### config.mk
export PLATFORM = sky130hd
export DESIGN_NAME = dbus_cause_arb
export DESIGN_NICKNAME = d
export VERILOG_FILES = /design/src/rtl/dbus_arb_pkg.sv /design/src/rtl/dbus_arb_level_map.sv /design/src/rtl/dbus_arb_pick.sv /design/src/rtl/dbus_cause_arb.sv
export SDC_FILE = /design/constraint.sdc
export NUM_CORES = 1
export LEC_CHECK = 0
export ABC_AREA = 1
export CAP_MARGIN = 30
export CORE_MARGIN = 10
export CORE_UTILIZATION = 50
export CTS_CLUSTER_DIAMETER = 50
export CTS_CLUSTER_SIZE = 8
export DETAILED_ROUTE_END_ITERATION = 6
export GPL_TIMING_DRIVEN = 1
export PLACE_DENSITY = 0.78
export SLEW_MARGIN = 20
export SYNTH_ARGS = -nofsm -noshare
export SYNTH_HDL_FRONTEND = slang
export SYNTH_SLANG_ARGS = --single-unit
### constraint.sdc
create_clock -name clk_i -period 1.74 [get_ports clk_i]
set_input_delay 0.174 -clock clk_i [delete_from_list [all_inputs] [get_ports clk_i]]
set_output_delay 0.174 -clock clk_i [all_outputs]
set_load 0.05 [all_outputs]
### src/rtl/dbus_arb_pkg.sv
package dbus_arb_pkg;

    typedef logic [3:0] lvl_t;

    localparam lvl_t LVL_NONE      = 4'd15;
    localparam lvl_t LVL_CBF_HI    = 4'd1;
    localparam lvl_t LVL_PRD_DONE  = 4'd2;
    localparam lvl_t LVL_XFER_PRIO = 4'd3;
    localparam lvl_t LVL_WBF_HI    = 4'd4;
    localparam lvl_t LVL_CBF_MED   = 4'd5;
    localparam lvl_t LVL_XFER_NORM = 4'd6;
    localparam lvl_t LVL_PRD_WAIT  = 4'd7;
    localparam lvl_t LVL_CBF_LOW   = 4'd8;
    localparam lvl_t LVL_WBF_LOW   = 4'd9;
    localparam lvl_t LVL_PREFETCH  = 4'd10;

    localparam int SRC_CBF   = 0;
    localparam int SRC_WBF   = 1;
    localparam int SRC_PRD   = 2;
    localparam int SRC_PF    = 3;
    localparam int SRC_XFER0 = 4;

endpackage

### src/rtl/dbus_arb_level_map.sv
module dbus_arb_level_map
    import dbus_arb_pkg::*;
#(
    parameter int CBF_HI_N  = 5,
    parameter int CBF_MED_N = 3,
    parameter int WBF_HI_N  = 4,
    parameter int NXFER     = 4,
    parameter int NSRC      = NXFER + 4
) (
    input  logic                      cbf_req_i,
    input  logic [CBF_HI_N-1:0]       cbf_hi_cause_i,
    input  logic [CBF_MED_N-1:0]      cbf_med_cause_i,
    input  logic                      wbf_req_i,
    input  logic [WBF_HI_N-1:0]       wbf_hi_cause_i,
    input  logic                      prd_req_i,
    input  logic                      prd_snoop_done_i,
    input  logic [NXFER-1:0]          xfer_req_i,
    input  logic [NXFER-1:0]          xfer_prio_i,
    input  logic                      pf_req_i,
    output logic [NSRC-1:0][3:0]      lvl_o
);

    logic [NXFER-1:0][3:0] xfer_lvl;

    // Transfer ports: one identical level decoder per port.
    for (genvar k = 0; k < NXFER; k++) begin : g_xfer
        always_comb begin
            if (!xfer_req_i[k]) begin
                xfer_lvl[k] = LVL_NONE;
            end else if (xfer_prio_i[k]) begin
                xfer_lvl[k] = LVL_XFER_PRIO;
            end else begin
                xfer_lvl[k] = LVL_XFER_NORM;
            end
        end
    end

    always_comb begin
        lvl_o = {NSRC{LVL_NONE}};

        // Copy-back flush: urgent flags dominate medium flags (most urgent wins).
        if (cbf_req_i) begin
            if (|cbf_hi_cause_i) begin
                lvl_o[SRC_CBF] = LVL_CBF_HI;
            end else if (|cbf_med_cause_i) begin
                lvl_o[SRC_CBF] = LVL_CBF_MED;
            end else begin
                lvl_o[SRC_CBF] = LVL_CBF_LOW;
            end
        end

        if (wbf_req_i) begin
            lvl_o[SRC_WBF] = (|wbf_hi_cause_i) ? LVL_WBF_HI : LVL_WBF_LOW;
        end

        if (prd_req_i) begin
            lvl_o[SRC_PRD] = prd_snoop_done_i ? LVL_PRD_DONE : LVL_PRD_WAIT;
        end

        if (pf_req_i) begin
            lvl_o[SRC_PF] = LVL_PREFETCH;
        end

        for (int k = 0; k < NXFER; k++) begin
            lvl_o[SRC_XFER0 + k] = xfer_lvl[k];
        end
    end

endmodule

### src/rtl/dbus_arb_pick.sv
module dbus_arb_pick
    import dbus_arb_pkg::*;
#(
    parameter int NSRC = 8,
    localparam int IDX_W = (NSRC > 1) ? $clog2(NSRC) : 1
) (
    input  logic [NSRC-1:0][3:0] lvl_i,
    output logic [NSRC-1:0]      win_o
);

    lvl_t             best_lvl;
    logic [IDX_W-1:0] best_idx;

    // Strict less-than keeps the earliest index on equal levels.
    always_comb begin
        best_lvl = LVL_NONE;
        best_idx = '0;
        for (int i = 0; i < NSRC; i++) begin
            if (lvl_i[i] < best_lvl) begin
                best_lvl = lvl_i[i];
                best_idx = IDX_W'(i);
            end
        end
    end

    always_comb begin
        win_o = '0;
        if (best_lvl != LVL_NONE) begin
            win_o[best_idx] = 1'b1;
        end
    end

endmodule

### src/rtl/dbus_cause_arb.sv
module dbus_cause_arb
    import dbus_arb_pkg::*;
#(
    parameter int CBF_HI_N  = 5,
    parameter int CBF_MED_N = 3,
    parameter int WBF_HI_N  = 4,
    parameter int NXFER     = 4
) (
    input  logic                 clk_i,
    input  logic                 rst_ni,
    input  logic                 cbf_req_i,
    input  logic [CBF_HI_N-1:0]  cbf_hi_cause_i,
    input  logic [CBF_MED_N-1:0] cbf_med_cause_i,
    input  logic                 wbf_req_i,
    input  logic [WBF_HI_N-1:0]  wbf_hi_cause_i,
    input  logic                 prd_req_i,
    input  logic                 prd_snoop_done_i,
    input  logic [NXFER-1:0]     xfer_req_i,
    input  logic [NXFER-1:0]     xfer_prio_i,
    input  logic                 pf_req_i,
    input  logic                 done_i,
    output logic [NXFER+3:0]     grant_o
);

    localparam int NSRC = NXFER + 4;

    typedef struct packed {
        logic [NSRC-1:0] grant;
    } arb_state_t;

    arb_state_t              st_d, st_q;
    logic [NSRC-1:0][3:0]    src_lvl;
    logic [NSRC-1:0]         win;
    logic                    bus_free;

    dbus_arb_level_map #(
        .CBF_HI_N (CBF_HI_N),
        .CBF_MED_N(CBF_MED_N),
        .WBF_HI_N (WBF_HI_N),
        .NXFER    (NXFER),
        .NSRC     (NSRC)
    ) u_level_map (
        .cbf_req_i       (cbf_req_i),
        .cbf_hi_cause_i  (cbf_hi_cause_i),
        .cbf_med_cause_i (cbf_med_cause_i),
        .wbf_req_i       (wbf_req_i),
        .wbf_hi_cause_i  (wbf_hi_cause_i),
        .prd_req_i       (prd_req_i),
        .prd_snoop_done_i(prd_snoop_done_i),
        .xfer_req_i      (xfer_req_i),
        .xfer_prio_i     (xfer_prio_i),
        .pf_req_i        (pf_req_i),
        .lvl_o           (src_lvl)
    );

    dbus_arb_pick #(
        .NSRC(NSRC)
    ) u_pick (
        .lvl_i(src_lvl),
        .win_o(win)
    );

    // The bus can change hands only when nobody owns it or the owner is finishing.
    always_comb begin
        st_d     = st_q;
        bus_free = (st_q.grant == '0) || done_i;
        if (bus_free) begin
            st_d.grant = win;
        end
    end

    always_ff @(posedge clk_i or negedge rst_ni) begin
        if (!rst_ni) begin
            st_q <= '0;
        end else begin
            st_q <= st_d;
        end
    end

    assign grant_o = st_q.grant;

endmodule

==> metrics.txt, run 1 <==
# TYPE chip_impl_metric gauge
chip_impl_info{name="run_status",value="did not finish"} 1
chip_impl_info{name="last-stage-reached",value="5_1_grt"} 1
chip_impl_info{name="error_message",value="[ERROR DPL-0038] Utilization greater than 100%, impossible to legalize"} 1
chip_impl_metric{name="detailed_place_hpwl",unit="mm"} 3.38
chip_impl_info{name="postGrtWorstEndpoint",value="grant_o[0]$_DFFE_PN0P_/D"} 1
chip_impl_metric{name="yosysWarnings",unit=""} 0
chip_impl_metric{name="routabilityCongestion",unit=""} 0.779
chip_impl_metric{name="post_cts_hold_buffer_count",unit=""} 0
chip_impl_metric{name="post_synth_inst_count",unit=""} 234
chip_impl_metric{name="netlist.area_leader.share",unit="%"} 17.2
chip_impl_info{name="clk_root_buffer_cell",value="sky130_fd_sc_hd__clkbuf_4"} 1
chip_impl_metric{name="synth_area",unit="sq um"} 1460
chip_impl_metric{name="yosys_register_bits",unit=""} 8
chip_impl_metric{name="ys_seq_area_share",unit="%"} 13.7
chip_impl_metric{name="pin_count_of_the_biggest_net_entering_global_routing",unit=""} 10
chip_impl_metric{name="die_h",unit="um"} 74.0
chip_impl_metric{name="max-clock-path-buffers",unit=""} 2
chip_impl_metric{name="port-buffer-count",unit=""} 35
chip_impl_metric{name="synthesis.nets",unit=""} 282
chip_impl_info{name="synth_area_leader_cell",value="sky130_fd_sc_hd__ha_1"} 1
chip_impl_metric{name="placed_cell_area",unit="sq um"} 2280
chip_impl_metric{name="io_pins",unit=""} 36
chip_impl_metric{name="total_clock_buffers_created_by_cts",unit=""} 3
chip_impl_metric{name="floorplan.die.width",unit="um"} 74.0
chip_impl_metric{name="numClockSinks",unit=""} 8
chip_impl_info{name="ys_top_cells_by_area",value="sky130_fd_sc_hd__ha_1 17%, sky130_fd_sc_hd__nand2_1 15%, sky130_fd_sc_hd__dfrtp_1 14%"} 1
chip_impl_metric{name="yosys.cell_types.count",unit=""} 28
chip_impl_metric{name="core_rows",unit=""} 19
chip_impl_metric{name="start_util",unit="%"} 52.4
chip_impl_metric{name="postSynthAreaPerCell",unit="sq um"} 6.22
chip_impl_info{name="worst_endpoint_kind",value="register input"} 1
chip_impl_metric{name="htree_num_levels",unit=""} 1
[cells by family after synthesis]
kind of cell	count (synthesis)	synth area share, %
AOI/OAI and AO/OA	23	9.88
DFF	8	13.7
buffers and inverters	54	13.9
adders and majority gates	20	17.2
and+or+nand+nor	129	45.3
[stage by stage]
| step | std cells | util [%] | setup WS [ps] | hold slack (ps) | setup TNS [ps] |
|---|---|---|---|---|---|
| after CTS | 390 | 96.0 | -3560 | 203 | -28040 |
| after detailed placement | 344 | 82.1 | -4210 | 476 | -33150 |
| after global placement | 344 | 82.1 | -3950 | 473 | -31170 |
| after floorplan | 234 | - | -3400 | -122 | -26770 |
[repair_timing]
action,in CTS
endpoints found under the setup margin,8
buffers inserted,43
hold endpoints to repair,0
gates resized for setup,69
pin swaps,45
[synthesized netlist by cell type (all sizes together)]
| master | instances |
|---|---|
| nor3 | 3 |
| nand3 | 17 |
| clkinv | 1 |
| inv | 53 |
| nand3b | 1 |
| dfrtp | 8 |
| o211ai | 2 |
| a31oi | 1 |
| nand2 | 78 |
| o21ai | 8 |
| nor2 | 25 |
| a21oi | 12 |
| ha | 20 |
| or2 | 2 |
| nand4 | 1 |
| nor4 | 2 |
==> run 2: changes to the inputs <==
--- a/config.mk
+++ b/config.mk
@@ -8,12 +8,10 @@
 export ABC_AREA = 1
 export CAP_MARGIN = 30
 export CORE_MARGIN = 10
-export CORE_UTILIZATION = 50
-export CTS_CLUSTER_DIAMETER = 50
-export CTS_CLUSTER_SIZE = 8
+export CORE_UTILIZATION = 40
 export DETAILED_ROUTE_END_ITERATION = 6
 export GPL_TIMING_DRIVEN = 1
-export PLACE_DENSITY = 0.78
+export PLACE_DENSITY_LB_ADDON = 0.15
 export SLEW_MARGIN = 20
 export SYNTH_ARGS = -nofsm -noshare
 export SYNTH_HDL_FRONTEND = slang
==> run 2 against run 1 <==
Effect of this change:
- the flow now finishes, with violations (setup timing)
- synthesized area did not move
- synthesized cell count did not move
==> metrics.txt, run 2 <==
# TYPE chip_impl_metric gauge
chip_impl_metric{name="final_antenna_net_count",unit=""} 0
chip_impl_metric{name="worst_skew_pair.late_latency",unit="ps"} 260
chip_impl_metric{name="detailed_place_hpwl",unit="mm"} 3.12
chip_impl_metric{name="synth_enable_flop_cells",unit=""} 0
chip_impl_metric{name="pwr_density_cell",unit="nW/um^2"} 717
chip_impl_metric{name="post-place-ws",unit="ps"} -4140
chip_impl_metric{name="ys_seq_area_share",unit="%"} 13.7
chip_impl_metric{name="p_seq_share",unit="%"} 13.2
chip_impl_metric{name="fillCellCount",unit=""} 190
chip_impl_metric{name="start_util",unit="%"} 42.6
chip_impl_metric{name="floorplan.die.width",unit="um"} 80.3
chip_impl_metric{name="synth-simple-area-share",unit="%"} 45.3
chip_impl_metric{name="first_global_vias",unit=""} 1883
chip_impl_metric{name="share_clk_of_total_power",unit="%"} 6.8
chip_impl_metric{name="initial_antenna_violation_count",unit=""} 0
chip_impl_metric{name="max-clock-path-buffers",unit=""} 2
chip_impl_metric{name="drt_iter0_drc",unit=""} 124
chip_impl_info{name="hold_path.class",value="in -> async"} 1
chip_impl_info{name="clk_root_buffer_cell",value="sky130_fd_sc_hd__clkbuf_4"} 1
chip_impl_info{name="yosys_most_used_dff",value="sky130_fd_sc_hd__dfrtp_1"} 1
chip_impl_info{name="run_status",value="finished, violations left"} 1
chip_impl_metric{name="port-buffer-count",unit=""} 35
chip_impl_info{name="synth_commonest_cells",value="59 x sky130_fd_sc_hd__nand2_1, 49 x sky130_fd_sc_hd__inv_1, 23 x sky130_fd_sc_hd__nor2_1"} 1
chip_impl_metric{name="post_synth_mux_area_share",unit="%"} 0
chip_impl_metric{name="setup_total_negative_slack",unit="ps"} -28720
chip_impl_metric{name="maxSlewHeadroom",unit="%"} 66.2
chip_impl_metric{name="largest_fanout_on_the_critical_path",unit=""} 4
chip_impl_metric{name="combPwrFrac",unit="%"} 80.1
chip_impl_metric{name="yosys.cell_types.count",unit=""} 28
chip_impl_metric{name="layout_utilization",unit="%"} 86.4
chip_impl_info{name="highest_count_cells_in_the_layout_ignoring_fill_and_taps",value="90 x sky130_fd_sc_hd__buf_4, 44 x sky130_fd_sc_hd__nand2_1, 40 x sky130_fd_sc_hd__inv_1, 21 x sky130_fd_sc_hd__clkdlybuf4s50_1, 18 x sky130_fd_sc_hd__nand2_2"} 1
chip_impl_metric{name="synthToLayoutAreaGrowth",unit="%"} 103
chip_impl_metric{name="post_synth_inst_count",unit=""} 234
chip_impl_metric{name="irDropWorstVdd",unit="mV"} 0.574
chip_impl_metric{name="numClockSinks",unit=""} 8
chip_impl_info{name="timing_worst_setup_path_type",value="in -> reg"} 1
chip_impl_metric{name="worst_path_largest_cell_delay",unit="ps"} 230
chip_impl_metric{name="synth_area",unit="sq um"} 1460
chip_impl_info{name="worst_path_most_repeated_cell",value="sky130_fd_sc_hd__buf_4"} 1
chip_impl_metric{name="slew_violations",unit=""} 0
chip_impl_metric{name="layout_min_cycle_time",unit="ps"} 5410
chip_impl_metric{name="final.period_utilization",unit="%"} 311
chip_impl_metric{name="finish.net_count",unit=""} 414
chip_impl_metric{name="synth_compound_gate_area_share",unit="%"} 9.88
chip_impl_info{name="setup.worst_path.end_class",value="flop"} 1
chip_impl_metric{name="power.net_switching",unit="mW"} 1.06
chip_impl_metric{name="intPower",unit="mW"} 1.06
chip_impl_metric{name="die_area",unit="sq um"} 6450
chip_impl_metric{name="synth_fa_ha_area_share",unit="%"} 17.2
chip_impl_info{name="yosysMostFrequentCell",value="sky130_fd_sc_hd__nand2_1"} 1
chip_impl_metric{name="number_of_vias_after_detailed_routing",unit=""} 2041
chip_impl_metric{name="finalWirelength",unit="mm"} 6.25
chip_impl_metric{name="routabilityCongestion",unit=""} 0.787
chip_impl_metric{name="yosysWarnings",unit=""} 0
chip_impl_metric{name="yosys_register_bits",unit=""} 8
chip_impl_metric{name="finalWorstSetupSlack",unit="ps"} -3670
chip_impl_metric{name="tightest_slew",unit="ps"} 506
chip_impl_metric{name="switching_share",unit="%"} 50.1
chip_impl_metric{name="pin_count_of_the_biggest_net_entering_global_routing",unit=""} 10
chip_impl_metric{name="routed_via_density",unit=""} 4.98
chip_impl_metric{name="layout-drive-gt1-share",unit="%"} 57.1
chip_impl_info{name="synth_top_family_by_area",value="simple AND/OR/NAND/NOR gates"} 1
chip_impl_metric{name="floorplan_core_area",unit="sq um"} 3420
chip_impl_info{name="ys_top_cells_by_area",value="sky130_fd_sc_hd__ha_1 17%, sky130_fd_sc_hd__nand2_1 15%, sky130_fd_sc_hd__dfrtp_1 14%"} 1
chip_impl_metric{name="io_pins",unit=""} 36
chip_impl_metric{name="finalHoldViolations",unit=""} 0
chip_impl_metric{name="total_clock_buffers_created_by_cts",unit=""} 3
chip_impl_metric{name="worstPathRequired",unit="ps"} 1930
chip_impl_metric{name="core_rows",unit=""} 21
chip_impl_metric{name="final-setup-viol-count",unit=""} 8
chip_impl_metric{name="postSynthAreaPerCell",unit="sq um"} 6.22
chip_impl_metric{name="worst_setup_hold_path_clk_slew",unit="ps"} 60
chip_impl_metric{name="wire_per_inst",unit="um"} 15.3
chip_impl_metric{name="grt_use_total",unit="%"} 14.3
chip_impl_metric{name="synthesis.nets",unit=""} 282
chip_impl_metric{name="globalRoute.totalOverflow",unit=""} 0
chip_impl_metric{name="post_synth_xor_area_fraction",unit="%"} 0
chip_impl_info{name="synth_area_leader_cell",value="sky130_fd_sc_hd__ha_1"} 1
chip_impl_metric{name="antenna-diode-count",unit=""} 0
chip_impl_metric{name="drcViolationCount",unit=""} 0
chip_impl_metric{name="grt_first_pass_wirelength",unit="mm"} 7.72
chip_impl_metric{name="detail_route.first_pass.iterations",unit=""} 4
chip_impl_metric{name="clock-skew-final",unit="ps"} 5.97
chip_impl_info{name="rsz0062_at_grt",value="yes"} 1
chip_impl_metric{name="synth-async-reset-ratio",unit="%"} 100
chip_impl_metric{name="max_cap_viol_count",unit=""} 0
chip_impl_metric{name="static-leakage-power",unit="nW"} 1.53
chip_impl_metric{name="layoutNonFillerInstCount",unit=""} 410
chip_impl_info{name="cts_tree",value="yes"} 1
chip_impl_info{name="violations_in_the_final_reports",value="setup timing"} 1
chip_impl_info{name="mostFrequentLayoutCell",value="sky130_fd_sc_hd__buf_4"} 1
chip_impl_metric{name="timing.critical_path.arrival",unit="ps"} 5600
chip_impl_info{name="critical_path.slowest_cell",value="sky130_fd_sc_hd__ha_4"} 1
chip_impl_metric{name="netlist.area_leader.share",unit="%"} 17.2
chip_impl_metric{name="die_h",unit="um"} 80.3
chip_impl_metric{name="placed_cells",unit=""} 358
chip_impl_metric{name="achievable-frequency",unit="MHz"} 185
chip_impl_metric{name="htree_num_levels",unit=""} 1
chip_impl_info{name="startpoint_type_of_the_worst_setup_path",value="primary input"} 1
chip_impl_metric{name="largest_register_ffs",unit=""} 8
-- run 2: cell counts after synthesis --
No cell type changed its count.
-- run 2: power by group through the flow --
stage	sequential [mW]	clock [mW]	combinational [mW]
floorplan	0.448	0	0.591
global placement	0.277	0	1.18
detailed placement	0.278	0	1.20
CTS	0.275	0.145	1.37
global route	0.283	0.153	1.79
finish	0.278	0.143	1.69
-- run 2: final cells by class --
type	count	area (sq um)	share of cell area, %
tap	46	57.6	1.95
inverter	54	203	6.87
timing repair buffer	127	1020	34.7
sequential	8	200	6.79
multi-input combinational	172	1440	48.9
clock buffer	3	22.5	0.763
-- run 2: what timing repair did --
action | in CTS | in global routing
hold buffers | 0 | 0
setup buffers | 41 | 9
resized for setup | 68 | 54
setup endpoints to repair | 8 | 8
pin swaps | 48 | 47
-- run 2: layer usage --
metal	track usage, %	vias to the layer above	wire [um]
met5	0	-	0
met4	4.05	0	242
met3	2.45	27	330
met2	27.9	75	3300
met1	14.9	950	2380
li1	-	989	-
-- run 2: logic make-up after synthesis --
group | after synthesis
DFF | 8
and+or+nand+nor | 129
adders and majority gates | 20
buffers and inverters | 54
AOI/OAI and AO/OA | 23
-- run 2: stage by stage --
step           hold slack [ps]  area [sq um]  power [mW]
3_3_place_gp               468          2300        1.46
3_5_place_dp               474          2300        1.48
4_1_cts                    201          2670        1.79
2_1_floorplan             -122          1570        1.04
6_report                   195          2950        2.11
5_1_grt                    210          2950        2.23
-- run 2: critical path, delay by kind of cell --
kind / cells / cell delay [ps]
and+or+nand+nor: 17 / 1450
adders and majority gates: 1 / 230
buffers and inverters: 29 / 3470
AOI/OAI and AO/OA: 2 / 260
-- run 2: final timing paths --
check | cells after the start | slack (ps) | end | from
setup / recovery | 49 | -3670 | grant_o[5] | cbf_med_cause_i[0]
hold / removal | 1 | 190 | grant_o[6] | rst_ni
setup reg to reg | 6 | 60 | grant_o[6] | grant_o[1]
hold reg to reg | 2 | 510 | grant_o[0] | grant_o[0]
max in group asynchronous | 1 | 1280 | grant_o[0] | rst_ni
min in group clk_i | 2 | 510 | grant_o[0] | grant_o[0]
No activity file was read; power rests on OpenSTA's default activity.
==> run 3: changes to the inputs <==
--- a/config.mk
+++ b/config.mk
@@ -7,8 +7,10 @@
 export LEC_CHECK = 0
 export ABC_AREA = 1
 export CAP_MARGIN = 30
+export CELL_PAD_IN_SITES_DETAIL_PLACEMENT = 2
+export CELL_PAD_IN_SITES_GLOBAL_PLACEMENT = 2
 export CORE_MARGIN = 10
-export CORE_UTILIZATION = 40
+export CORE_UTILIZATION = 26
 export DETAILED_ROUTE_END_ITERATION = 6
 export GPL_TIMING_DRIVEN = 1
 export PLACE_DENSITY_LB_ADDON = 0.15
==> constraint.sdc (replaced) <==
create_clock -name clk_i -period 6 [get_ports clk_i]
set_input_delay 0.6 -clock clk_i [delete_from_list [all_inputs] [get_ports clk_i]]
set_output_delay 0.6 -clock clk_i [all_outputs]
set_load 0.05 [all_outputs]
==> run 3 against run 2 <==
Effect of this change:
- the flow still finishes with violations (setup timing)
- sequential power decreased by 70%
- count of clock-buffer cells in the layout unchanged
- clock power decreased by 53%
- critical path depth increased by 4
- final area decreased by 4.3%
- sequential share of layout area increased by 0.30 points
- total power decreased by 68%
- critical endpoint is now grant_o[1]
==> metrics.txt, run 3 (synthesized netlist as in run 2, its figures left out) <==
# TYPE chip_impl_metric gauge
chip_impl_metric{name="tightest_slew",unit="ps"} 793
chip_impl_metric{name="max-clock-path-buffers",unit=""} 2
chip_impl_metric{name="maxSlewHeadroom",unit="%"} 46.5
chip_impl_metric{name="first_global_vias",unit=""} 2249
chip_impl_metric{name="synthToLayoutAreaGrowth",unit="%"} 93.9
chip_impl_info{name="run_status",value="finished, violations left"} 1
chip_impl_metric{name="pin_count_of_the_biggest_net_entering_global_routing",unit=""} 10
chip_impl_info{name="mostFrequentLayoutCell",value="sky130_fd_sc_hd__buf_4"} 1
chip_impl_info{name="rsz0062_at_grt",value="yes"} 1
chip_impl_info{name="r2r-start",value="grant_o[5]"} 1
chip_impl_metric{name="setup_total_negative_slack",unit="ps"} -2300
chip_impl_info{name="critical_path.slowest_cell",value="sky130_fd_sc_hd__ha_1"} 1
chip_impl_metric{name="fillCellCount",unit=""} 611
chip_impl_metric{name="final.period_utilization",unit="%"} 105
chip_impl_metric{name="globalRoute.totalOverflow",unit=""} 0
chip_impl_metric{name="antenna-diode-count",unit=""} 0
chip_impl_info{name="timing_worst_setup_path_type",value="in -> reg"} 1
chip_impl_metric{name="worst_setup_hold_path_clk_slew",unit="ps"} 40
chip_impl_metric{name="whs",unit="ps"} 535
chip_impl_metric{name="layout_min_cycle_time",unit="ps"} 6330
chip_impl_info{name="startpoint_type_of_the_worst_setup_path",value="primary input"} 1
chip_impl_metric{name="largest_fanout_on_the_critical_path",unit=""} 8
chip_impl_metric{name="port-buffer-count",unit=""} 35
chip_impl_metric{name="finalHoldViolations",unit=""} 0
chip_impl_info{name="highest_count_cells_in_the_layout_ignoring_fill_and_taps",value="62 x sky130_fd_sc_hd__buf_4, 35 x sky130_fd_sc_hd__inv_1, 32 x sky130_fd_sc_hd__nand2_1, 28 x sky130_fd_sc_hd__nand2_2, 21 x sky130_fd_sc_hd__clkdlybuf4s50_1"} 1
chip_impl_info{name="cts_tree",value="yes"} 1
chip_impl_metric{name="worstPathRequired",unit="ps"} 6170
chip_impl_metric{name="grt_first_pass_wirelength",unit="mm"} 10.8
chip_impl_metric{name="wire_per_inst",unit="um"} 21.9
chip_impl_metric{name="final_antenna_net_count",unit=""} 0
chip_impl_info{name="violations_in_the_final_reports",value="setup timing"} 1
chip_impl_metric{name="grt_use_total",unit="%"} 14.8
chip_impl_info{name="worstSetupStartpoint",value="cbf_med_cause_i[1]"} 1
chip_impl_metric{name="timing.critical_path.arrival",unit="ps"} 6500
chip_impl_metric{name="floorplan_core_area",unit="sq um"} 5470
chip_impl_metric{name="die_h",unit="um"} 94.8
chip_impl_metric{name="r2r_cells",unit=""} 6
chip_impl_metric{name="numClockSinks",unit=""} 8
chip_impl_metric{name="htree_num_levels",unit=""} 1
chip_impl_metric{name="irDropWorstVdd",unit="mV"} 0.167
chip_impl_metric{name="pwr_density_cell",unit="nW/um^2"} 236
chip_impl_metric{name="layout.cell_area.non_filler",unit="sq um"} 2820
chip_impl_metric{name="placed_cell_area",unit="sq um"} 2140
chip_impl_metric{name="finalWorstSetupSlack",unit="ps"} -327
chip_impl_metric{name="die_area",unit="sq um"} 9000
chip_impl_metric{name="worst_skew_pair.late_latency",unit="ps"} 230
chip_impl_metric{name="layoutNonFillerInstCount",unit=""} 411
chip_impl_metric{name="worst_path_largest_cell_delay",unit="ps"} 320
chip_impl_metric{name="routed_via_density",unit=""} 4.77
chip_impl_metric{name="reg2reg_setup_slack",unit="ps"} 4150
chip_impl_metric{name="slew_violations",unit=""} 0
chip_impl_info{name="hold_path.class",value="reg -> reg"} 1
chip_impl_metric{name="detail_route.first_pass.iterations",unit=""} 2
chip_impl_metric{name="post-layout-total-power",unit="mW"} 0.668
chip_impl_info{name="worst_path_most_repeated_cell",value="sky130_fd_sc_hd__nand2_4"} 1
chip_impl_metric{name="final-setup-viol-count",unit=""} 8
chip_impl_metric{name="start_util",unit="%"} 26.6
chip_impl_metric{name="drcViolationCount",unit=""} 0
chip_impl_metric{name="achievable-frequency",unit="MHz"} 158
chip_impl_metric{name="number_of_vias_after_detailed_routing",unit=""} 1959
chip_impl_metric{name="total_clock_buffers_created_by_cts",unit=""} 3
chip_impl_metric{name="floorplan.die.width",unit="um"} 94.8
chip_impl_metric{name="static-leakage-power",unit="nW"} 1.43
chip_impl_metric{name="detailed_place_hpwl",unit="mm"} 4.25
chip_impl_info{name="setup.worst_path.end_class",value="flop"} 1
chip_impl_metric{name="routabilityCongestion",unit=""} 0.736
chip_impl_info{name="reg2reg_to",value="grant_o[6]"} 1
chip_impl_info{name="timing.critical_path.to",value="grant_o[1]"} 1
chip_impl_metric{name="post_cts_hold_buffer_count",unit=""} 0
chip_impl_metric{name="finalWirelength",unit="mm"} 9.00
chip_impl_metric{name="finish.net_count",unit=""} 389
chip_impl_metric{name="drt_iter0_drc",unit=""} 46
chip_impl_metric{name="initial_antenna_violation_count",unit=""} 0
chip_impl_info{name="clk_root_buffer_cell",value="sky130_fd_sc_hd__clkbuf_8"} 1
chip_impl_metric{name="core_rows",unit=""} 27
chip_impl_metric{name="placed_cells",unit=""} 374
chip_impl_metric{name="clock-skew-final",unit="ps"} 4.90
chip_impl_metric{name="largest_register_ffs",unit=""} 8
chip_impl_metric{name="max_cap_viol_count",unit=""} 0
chip_impl_metric{name="io_pins",unit=""} 36
chip_impl_metric{name="layout-drive-gt1-share",unit="%"} 59.3
[run 3: changes by cell type in the layout (fill, tap and decap cells not counted), sizes merged]
| cell | before | now |
|---|---|---|
| dlygate4sd2 | 1 | 0 |
| buf | 102 | 70 |
| clkdlybuf4s15 | 1 | 0 |
| clkbuf | 5 | 14 |
[run 3: report_power, final]
group	internal, mW	switching [mW]	leakage (nW)
Clock	0.0436	0.0229	0.0216
Combinational	0.211	0.308	1.30
Sequential	0.0686	0.0140	0.108
[run 3: area by class of cell]
| type | count | area, sq um | area share, % |
|---|---|---|---|
| Multi-Input combinational cell | 172 | 1470 | 52.1 |
| Timing Repair Buffer | 102 | 815 | 28.8 |
| Inverter | 54 | 205 | 7.27 |
| Sequential cell | 8 | 200 | 7.09 |
| Tap cell | 72 | 90.1 | 3.19 |
| Clock buffer | 3 | 41.3 | 1.46 |
[run 3: stage by stage]
| step | worst slack (ps) | utilization, % |
|---|---|---|
| after floorplan | 48.5 | - |
| after global placement | -662 | 39.2 |
| after detailed placement | -1110 | 39.2 |
| after CTS | 1.37 | 46.0 |
| after global routing | -660 | 51.6 |
| final | -327 | 51.6 |
[run 3: what timing repair did]
item | in CTS | in global routing
pin swaps | 45 | 62
setup buffers | 22 | 13
resized for setup | 72 | 97
endpoints found under the setup margin | 8 | 8
[run 3: worst min-delay path by stage]
stage,end,depth (start not counted),startpoint
after global placement,grant_o[0],2,grant_o[0]
after CTS,grant_o[4],2,grant_o[4]
final,grant_o[4],2,grant_o[4]
after floorplan,grant_o[0],0,rst_ni
after detailed placement,grant_o[4],2,grant_o[4]
after global routing,grant_o[4],2,grant_o[4]
[run 3: critical path: cells and delay by family]
kind,cells,cell delay (ps)
and+or+nand+nor,32,2750
adders and majority gates,7,1760
buffers and inverters,8,690
AOI/OAI and AO/OA,6,680
[run 3: layer usage]
metal,vias to the layer above,part of all wire [%],track usage (%)
met3,16,3.0,3.09
met2,53,58,30.8
met4,0,2.9,2.12
li1,932,-,-
met5,-,0,0
met1,958,36,14.6
